===== src/rtl/mpie_pkg.sv =====
package mpie_pkg;

   // Structure of the lowest-index priority encoder
   typedef enum logic [0:0] {
      ENC_SCAN    = 1'b0,   // ordered scan, lowest index wins
      ENC_ISOLATE = 1'b1    // isolate lowest set bit, then OR-encode
   } enc_style_e;

   // Vector code for a zero-based source index
   function automatic int unsigned vec_code(input int unsigned idx);
      return (idx + 1) << 2;
   endfunction

endpackage


===== src/rtl/mpie_sampler.sv =====
module mpie_sampler #(
   parameter int NUM_SRC = 16
) (
   input  logic               clk,
   input  logic               rst_n,
   input  logic [NUM_SRC-1:0] req_i,
   input  logic [NUM_SRC-1:0] mask_nxt_i,
   output logic [NUM_SRC-1:0] status_o,
   output logic               irq_o
);

   logic [NUM_SRC-1:0] status_q;
   logic               irq_q;

   // irq is computed from the next-state status and mask, so it stays
   // aligned with the registered status and mask that feed the vector
   always_ff @(posedge clk) begin
      if (!rst_n) begin
         status_q <= '0;
         irq_q    <= 1'b0;
      end else begin
         status_q <= req_i;
         irq_q    <= |(req_i & mask_nxt_i);
      end
   end

   assign status_o = status_q;
   assign irq_o    = irq_q;

endmodule


===== src/rtl/mpie_prio_enc.sv =====
module mpie_prio_enc #(
   parameter int                  NUM_SRC = 16,
   parameter int                  DATA_W  = 16,
   parameter mpie_pkg::enc_style_e STYLE  = mpie_pkg::ENC_SCAN
) (
   input  logic [NUM_SRC-1:0] pend_i,
   output logic [DATA_W-1:0]  vec_o
);

   localparam int IDX_W = $clog2(NUM_SRC + 1);

   logic [IDX_W-1:0] code;

   generate
      if (STYLE == mpie_pkg::ENC_SCAN) begin : g_scan
         always_comb begin
            code = '0;
            for (int i = NUM_SRC - 1; i >= 0; i--) begin
               if (pend_i[i]) code = IDX_W'(i + 1);
            end
         end
      end else begin : g_isolate
         logic [NUM_SRC-1:0] lowest;
         assign lowest = pend_i & (~pend_i + NUM_SRC'(1));
         always_comb begin
            code = '0;
            for (int i = 0; i < NUM_SRC; i++) begin
               if (lowest[i]) code = code | IDX_W'(i + 1);
            end
         end
      end
   endgenerate

   assign vec_o = DATA_W'(code) << 2;

endmodule


===== src/rtl/mpie_regs.sv =====
module mpie_regs #(
   parameter int                 NUM_SRC    = 16,
   parameter int                 DATA_W     = 16,
   parameter int                 ADDR_W     = 4,
   parameter int                 VEC_OFS    = 0,
   parameter int                 MASK_OFS   = 2,
   parameter logic [NUM_SRC-1:0] MASK_RESET = NUM_SRC'(16'h0010)
) (
   input  logic               clk,
   input  logic               rst_n,
   input  logic [ADDR_W-1:0]  addr_i,
   input  logic               wr_en_i,
   input  logic [DATA_W-1:0]  wdata_i,
   input  logic [DATA_W-1:0]  vec_i,
   output logic [NUM_SRC-1:0] mask_o,
   output logic [NUM_SRC-1:0] mask_nxt_o,
   output logic [DATA_W-1:0]  rdata_o
);

   localparam logic [ADDR_W-1:0] A_VEC  = ADDR_W'(VEC_OFS);
   localparam logic [ADDR_W-1:0] A_MASK = ADDR_W'(MASK_OFS);

   logic [NUM_SRC-1:0] mask_q;
   logic               mask_hit;

   assign mask_hit   = wr_en_i && (addr_i == A_MASK);
   assign mask_nxt_o = !rst_n   ? MASK_RESET :
                       mask_hit ? wdata_i[NUM_SRC-1:0] : mask_q;

   always_ff @(posedge clk) begin
      mask_q <= mask_nxt_o;
   end

   always_comb begin
      if (addr_i == A_VEC)       rdata_o = vec_i;
      else if (addr_i == A_MASK) rdata_o = DATA_W'(mask_q);
      else                       rdata_o = '0;
   end

   assign mask_o = mask_q;

endmodule


===== src/rtl/masked_irq_encoder.sv =====
module masked_irq_encoder #(
   parameter int                   NUM_SRC    = 16,
   parameter int                   DATA_W     = 16,
   parameter int                   ADDR_W     = 4,
   parameter int                   VEC_OFS    = 0,
   parameter int                   MASK_OFS   = 2,
   parameter logic [NUM_SRC-1:0]   MASK_RESET = NUM_SRC'(16'h0010),
   parameter mpie_pkg::enc_style_e ENC_STYLE  = mpie_pkg::ENC_SCAN
) (
   input  logic               clk,
   input  logic               rst_n,
   input  logic [NUM_SRC-1:0] irq_req,
   input  logic [ADDR_W-1:0]  reg_addr,
   input  logic               reg_wr_en,
   input  logic [DATA_W-1:0]  reg_wdata,
   output logic [DATA_W-1:0]  reg_rdata,
   output logic               irq_o
);

   localparam int IDX_W = $clog2(NUM_SRC + 1);

   generate
      if (NUM_SRC < 1 || NUM_SRC > DATA_W) begin : g_bad_src
         $error("NUM_SRC must be between 1 and DATA_W");
      end
      if (IDX_W + 2 > DATA_W) begin : g_bad_vec
         $error("vector code does not fit in DATA_W");
      end
      if (VEC_OFS == MASK_OFS) begin : g_bad_ofs
         $error("vector and mask offsets must differ");
      end
      if (VEC_OFS >= (1 << ADDR_W) || MASK_OFS >= (1 << ADDR_W)) begin : g_bad_addr
         $error("register offsets exceed ADDR_W");
      end
   endgenerate

   logic [NUM_SRC-1:0] status_q;
   logic [NUM_SRC-1:0] mask_q;
   logic [NUM_SRC-1:0] mask_nxt;
   logic [NUM_SRC-1:0] pend;
   logic [DATA_W-1:0]  vec;

   mpie_sampler #(.NUM_SRC(NUM_SRC)) u_sampler (
      .clk        (clk),
      .rst_n      (rst_n),
      .req_i      (irq_req),
      .mask_nxt_i (mask_nxt),
      .status_o   (status_q),
      .irq_o      (irq_o)
   );

   assign pend = status_q & mask_q;

   mpie_prio_enc #(
      .NUM_SRC (NUM_SRC),
      .DATA_W  (DATA_W),
      .STYLE   (ENC_STYLE)
   ) u_enc (
      .pend_i (pend),
      .vec_o  (vec)
   );

   mpie_regs #(
      .NUM_SRC    (NUM_SRC),
      .DATA_W     (DATA_W),
      .ADDR_W     (ADDR_W),
      .VEC_OFS    (VEC_OFS),
      .MASK_OFS   (MASK_OFS),
      .MASK_RESET (MASK_RESET)
   ) u_regs (
      .clk        (clk),
      .rst_n      (rst_n),
      .addr_i     (reg_addr),
      .wr_en_i    (reg_wr_en),
      .wdata_i    (reg_wdata),
      .vec_i      (vec),
      .mask_o     (mask_q),
      .mask_nxt_o (mask_nxt),
      .rdata_o    (reg_rdata)
   );

endmodule


===== config.mk =====
export PLATFORM = sky130hd
export DESIGN_NAME = masked_irq_encoder
export DESIGN_NICKNAME = d
export VERILOG_FILES = /design/src/rtl/mpie_pkg.sv /design/src/rtl/mpie_sampler.sv /design/src/rtl/mpie_prio_enc.sv /design/src/rtl/mpie_regs.sv /design/src/rtl/masked_irq_encoder.sv
export SDC_FILE = /design/constraint.sdc
export NUM_CORES = 1
export LEC_CHECK = 0
export BUFFER_PORTS_ARGS = -buffer_cell sky130_fd_sc_hd__buf_2
export CAP_MARGIN = 20
export CORE_MARGIN = 4
export CORE_UTILIZATION = 31
export DETAILED_ROUTE_END_ITERATION = 10
export SLEW_MARGIN = 10
export SYNTH_ARGS = -nofsm -noshare
export SYNTH_HDL_FRONTEND = slang
export SYNTH_SLANG_ARGS = --single-unit

===== constraint.sdc =====
create_clock -name clk -period 1.9 [get_ports clk]
set_clock_uncertainty 0.15 [all_clocks]
set_input_delay 0.095 -clock clk [delete_from_list [all_inputs] [get_ports clk]]
set_output_delay 0.095 -clock clk [all_outputs]
set_load 0.02 [all_outputs]

# Yosys cells after proc, flatten, opt, wreduce, memory -nomap -nowiden
# Cells that the tools add are included.
# op_classes
add_sub_neg,0
mul,0
div,0
n_lt_le_gt_ge,0
n_eq_ne,1
shift,0
muxes,20
n_bitwise,2
reduce_logical,3
# op_table
operator,n
2-to-1 mux 5 bit,16
2-to-1 mux 16 bit,4
bitwise AND 16 bit,2
OR reduction 16 bit,1
"== test 4 x 2 -> 1 bit, second input constant",1
zero test 4 bit,1
logical AND 1 bit,1
# word_totals
register_bits,33
latch_bits,0
ram_bits,0
rom_bits,0
inputBits,39
out_inout_bits,17
elab_cells,29
n_memories,0

# Depth between registers and ports, before layout
# logic_depth
word_depth,18
mapped_depth,6
mapped_depth_nobuf,5

# Hierarchy
# From an unflattened synthesis, not the netlist that was laid out.
# unflattened
hier_cells,194
hier_area_um2,1717.9
# modules_own_cells
module,instances,cells_each,area_per_inst_um2,seq_area_each_um2
mpie_regs,1,90,824.5,320.3
mpie_sampler,1,45,540.5,340.3
mpie_prio_enc,1,43,252.7,0.0
masked_irq_encoder,1,16,100.1,0.0

# Least setup slack after synthesis
# OpenSTA, ideal clock, no wires.
# synth_path
path_kind,register to output
start,reg u_regs.mask_q[10] (netlist: u_regs.mask_o[10])
end,out reg_rdata[6]
arrival_ps,1562
setup_slack_ps,93
stages_incl_launch_ff,5
path_cell_list,dfxtp_1 a22oi_1 and3_1 nand3_1 o41ai_1
# synth_via
elab_chain_cells,13
# synth_rtl
element,line_no,source
from (decl),mpie_regs.sv:23,logic [NUM_SRC-1:0] mask_q;
from (signal assigned),mpie_regs.sv:31,mask_q <= mask_nxt_o;
bitwise AND 16 bit,masked_irq_encoder.sv:52,assign pend = status_q & mask_q;
2-to-1 mux 5 bit (11 in a row),mpie_prio_enc.sv:19,if (pend_i[i]) code = IDX_W'(i + 1);
2-to-1 mux 16 bit,mpie_regs.sv:35,if (addr_i == A_VEC) rdata_o = vec_i;
to (decl),masked_irq_encoder.sv:16,"output logic [DATA_W-1:0] reg_rdata,"
# Every way passes these cells.

# Final worst setup path
# layout_path
start,reg u_sampler.status_q[14] (netlist: u_sampler.status_o[14])
end,out reg_rdata[3]
# layout_via
elab_chain_cells,17
# layout_rtl
element,line_no,source
from (decl),mpie_sampler.sv:12,logic [NUM_SRC-1:0] status_q;
from (signal assigned),mpie_sampler.sv:22,status_q <= req_i;
bitwise AND 16 bit,masked_irq_encoder.sv:52,
2-to-1 mux 5 bit (15 in a row),mpie_prio_enc.sv:19,
2-to-1 mux 16 bit,mpie_regs.sv:35,
# Every way passes these cells.

==> metrics.md <==
| Metric | Value |
|---|---|
| Status | finished, final reports clean |
| Netlist Area Pre-Place | 1550 µm² |
| H-Tree Depth | 2 |
| Wire per inst | 15.0 µm |
| Post-Syn Nets | 229 |
| Vias in the first global route | 1668 |
| DRC errors left | 0 |
| Worst r2r path cells | 5 |
| CTS tree | built |
| Total power | 1520 µW |
| Reg-to-Reg End | u_sampler.irq_o$_SDFF_PN0_ |
| Syn_area_per_cell | 8.15 µm² |
| CP arrival | 1.65 ns |
| Max-slew violation count | 0 |
| R2r setup slk | 0.37 ns |
| Max transition margin | 64.9% |
| Largest net degree at the start of global routing | 20 |
| P&R area growth vs syn | 54.1% |
| Nets@finish | 321 |
| CTS Root Cell | clkbuf_8 |
| Peak supply drop | 0.358 mV |
| Clk_lat worst skew | 0.29 ns |
| Share of post-route cells with drive strength above 1 | 29.7% |
| Critical path class | register to output pin |
| Min-delay src | reg_wdata[4] |
| Wire length after detailed routing | 5260 µm |
| Cell Pwr Density | 636 nW/µm² |
| Yosys top cell by area | dfxtp_1 |
| Placed Area | 1910 µm² |
| R2R Path Start | u_regs.mask_o[3]$_DFF_P_ |
| Clock transition at path regs | 0.07 ns |
| Die area | 6190 µm² |
| WHS Endpoint | u_regs.mask_o[4]$_DFF_P_ |
| Sink Count | 33 |
| Grt ovf | 0 |
| Global-route usage over all layers | 17.5% |
| Row cnt | 25 |
| Asr flop ratio synth | 0% |
| Netlist cell types | 31 |
| Final setup fails | 0 |
| Synthesis-stage register bit count | 33 |
| Post-synth EDFFs | 0 |
| Vias | 1745 |
| Vias/cell | 4.99 |
| Hold Path Depth | 3 |
| Final instance area | 2390 µm² |
| Period utilization | 99.5% |
| Core box area | 4790 µm² |
| Placer Congestion | 0.838 |
| Ys flop type | dfxtp_1 |
| DRT antenna net count | 0 |
| Number of detailed-route iterations in the first pass | 4 |
| Die Wd | 78.7 µm |
| Slew @ Worst Pin | 0.526 ns |
| Crit path max fanout | 2 |
| Seq/Total Area, Yosys | 42.6% |
| CTS buffer count | 5 |
| Endpoints failing hold | 0 |
| Crit start category | register |
| Antenna diodes | 0 |
| # IOs | 56 |
| Area share of the largest cell type after synthesis | 42.6% |
| Hold Path Class | input port to register |
| Final HPWL DP | 3870 µm |
| Critical Path End Type | output pin |
| Clock Path Buffers | 2 |
| Tmin final | 1.89 ns |
| RSZ-0062 raised after global routing | yes |
| Peak Freq | 529 MHz |
| First-pass GRT wire length | 8160 µm |
| Initial cell density of the core | 32.4% |
| Lkg Pwr | 0.00107 µW |
| # fillers | 453 |
| Cells after Synth | 190 |
| Max-Cap Viols | 0 |
| DRT iter0 DRCs | 85 |
| Required time of the critical path | 1.65 ns |
| Ys Warns | 0 |
| Port Buffers | 55 |
| Die Span Y | 78.7 µm |
| Antenna violations before repair | 0 |
| Top cells by area, synth | dfxtp_1 43%, nand2_1 11%, and2_1 7.7% |
[where the power goes]
| group | switching, µW | total, µW | internal, µW | leakage, µW |
|---|---|---|---|---|
| combinational | 92.0 | 201 | 109 | 0.000743 |
| clock | 259 | 586 | 327 | 0.0000542 |
| sequential | 14.6 | 731 | 717 | 0.000274 |
| total | 366 | 1520 | 1150 | 0.00107 |
[cell type report]
type / instances / area [µm²] / share of cell area, %
tap: 67 / 83.8 / 3.51
clock inverter: 1 / 5.00 / 0.210
inverter: 3 / 11.3 / 0.472
sequential: 33 / 668 / 28.0
clock buffer: 7 / 96.3 / 4.04
timing repair buffer: 93 / 649 / 27.2
multi-input combinational: 146 / 873 / 36.6
[worst max path at each step]
| stage | endpoint | from | slack (ns) |
|---|---|---|---|
| CTS | reg_rdata[3] | u_regs.mask_o[14]$_DFF_P_ | -0.001 |
| global route | reg_rdata[3] | u_sampler.status_o[14]$_SDFF_PN0_ | -0.09 |
| finish | reg_rdata[3] | u_sampler.status_o[14]$_SDFF_PN0_ | 0.01 |
| floorplan | reg_rdata[6] | u_regs.mask_o[10]$_DFF_P_ | 0.09 |
| global placement | reg_rdata[3] | u_regs.mask_o[14]$_DFF_P_ | 0.16 |
| detailed placement | reg_rdata[3] | u_regs.mask_o[11]$_DFF_P_ | 0.15 |
[cells in the mapped netlist, types with 2 or more instances]
cell and n:
a222oi_1 3, mux2i_1 2, nor2_1 3, nand4_1 2, inv_1 3, nand2_1 47, a31oi_1 3, a22o_1 3
a22oi_1 12, and3_1 14, o21ai_0 4, o211ai_1 2, nand3_1 5, a21oi_1 15, dfxtp_1 33, and2_1 19
clkbuf_1 6
[worst max-delay path, stage by stage (launching register included)]
cell and delay, ns:
dfxtp_2 0.32, a22oi_2 0.21, o311ai_2 0.10, a222oi_1 0.24, o211ai_1 0.13, a22o_1 0.22
buf_6 0.13
[cell usage in the layout, fill, tap and decap left out, types with 7 or more instances in the layout]
cell,Yosys,routed
buf_4,0,7
and2_1,19,17
a22oi_1,12,10
dlygate4sd3_1,0,32
dfxtp_1,33,27
clkbuf_8,0,7
buf_2,1,53
a21oi_1,15,15
nand2_1,47,47
and3_1,14,14
[sequential cells by signal (all words and copies together) (netlist names)]
| name | cells |
|---|---|
| u_sampler.irq_o | 1 |
| u_sampler.status_o | 16 |
| u_regs.mask_o | 16 |
[through the flow]
stage	setup TNS [ns]	setup slack (ns)	std cells	hold slack (ns)	util [%]
6_report	0	0.00975	350	0.0377	49.9
5_1_grt	-0.123	-0.0853	350	0.0611	49.9
2_1_floorplan	0	0.0933	190	0.0596	-
3_5_place_dp	0	0.153	309	0.173	39.8
3_3_place_gp	0	0.159	309	0.172	39.8
4_1_cts	-0.00105	-0.00105	350	0.0616	49.5
[repair_timing]
item,CTS,global route
hold endpoints to repair,32,0
setup buffers,1,0
pin swaps,4,1
resized for setup,11,6
hold buffers,32,0
endpoints found under the setup margin,2,2
[metal layers]
layer | vias to the layer above | wire (µm) | GRT usage [%]
met5 | - | 0 | 0
met4 | 0 | 85 | 7.52
met3 | 8 | 305 | 3.78
met2 | 58 | 2610 | 30.6
met1 | 808 | 2260 | 20.3
li1 | 871 | - | -
[kinds of logic (layout without fill, tap and decap cells)]
group,after synthesis,count (layout),share of synthesized area (%)
AO/OA/AOI/OAI,50,50,22.1
buffers and inverters,11,104,3.23
flip-flops,33,33,42.6
multiplexers,2,2,1.29
AND/OR/NAND/NOR,94,94,30.7
(Power assumes the default switching activity.)
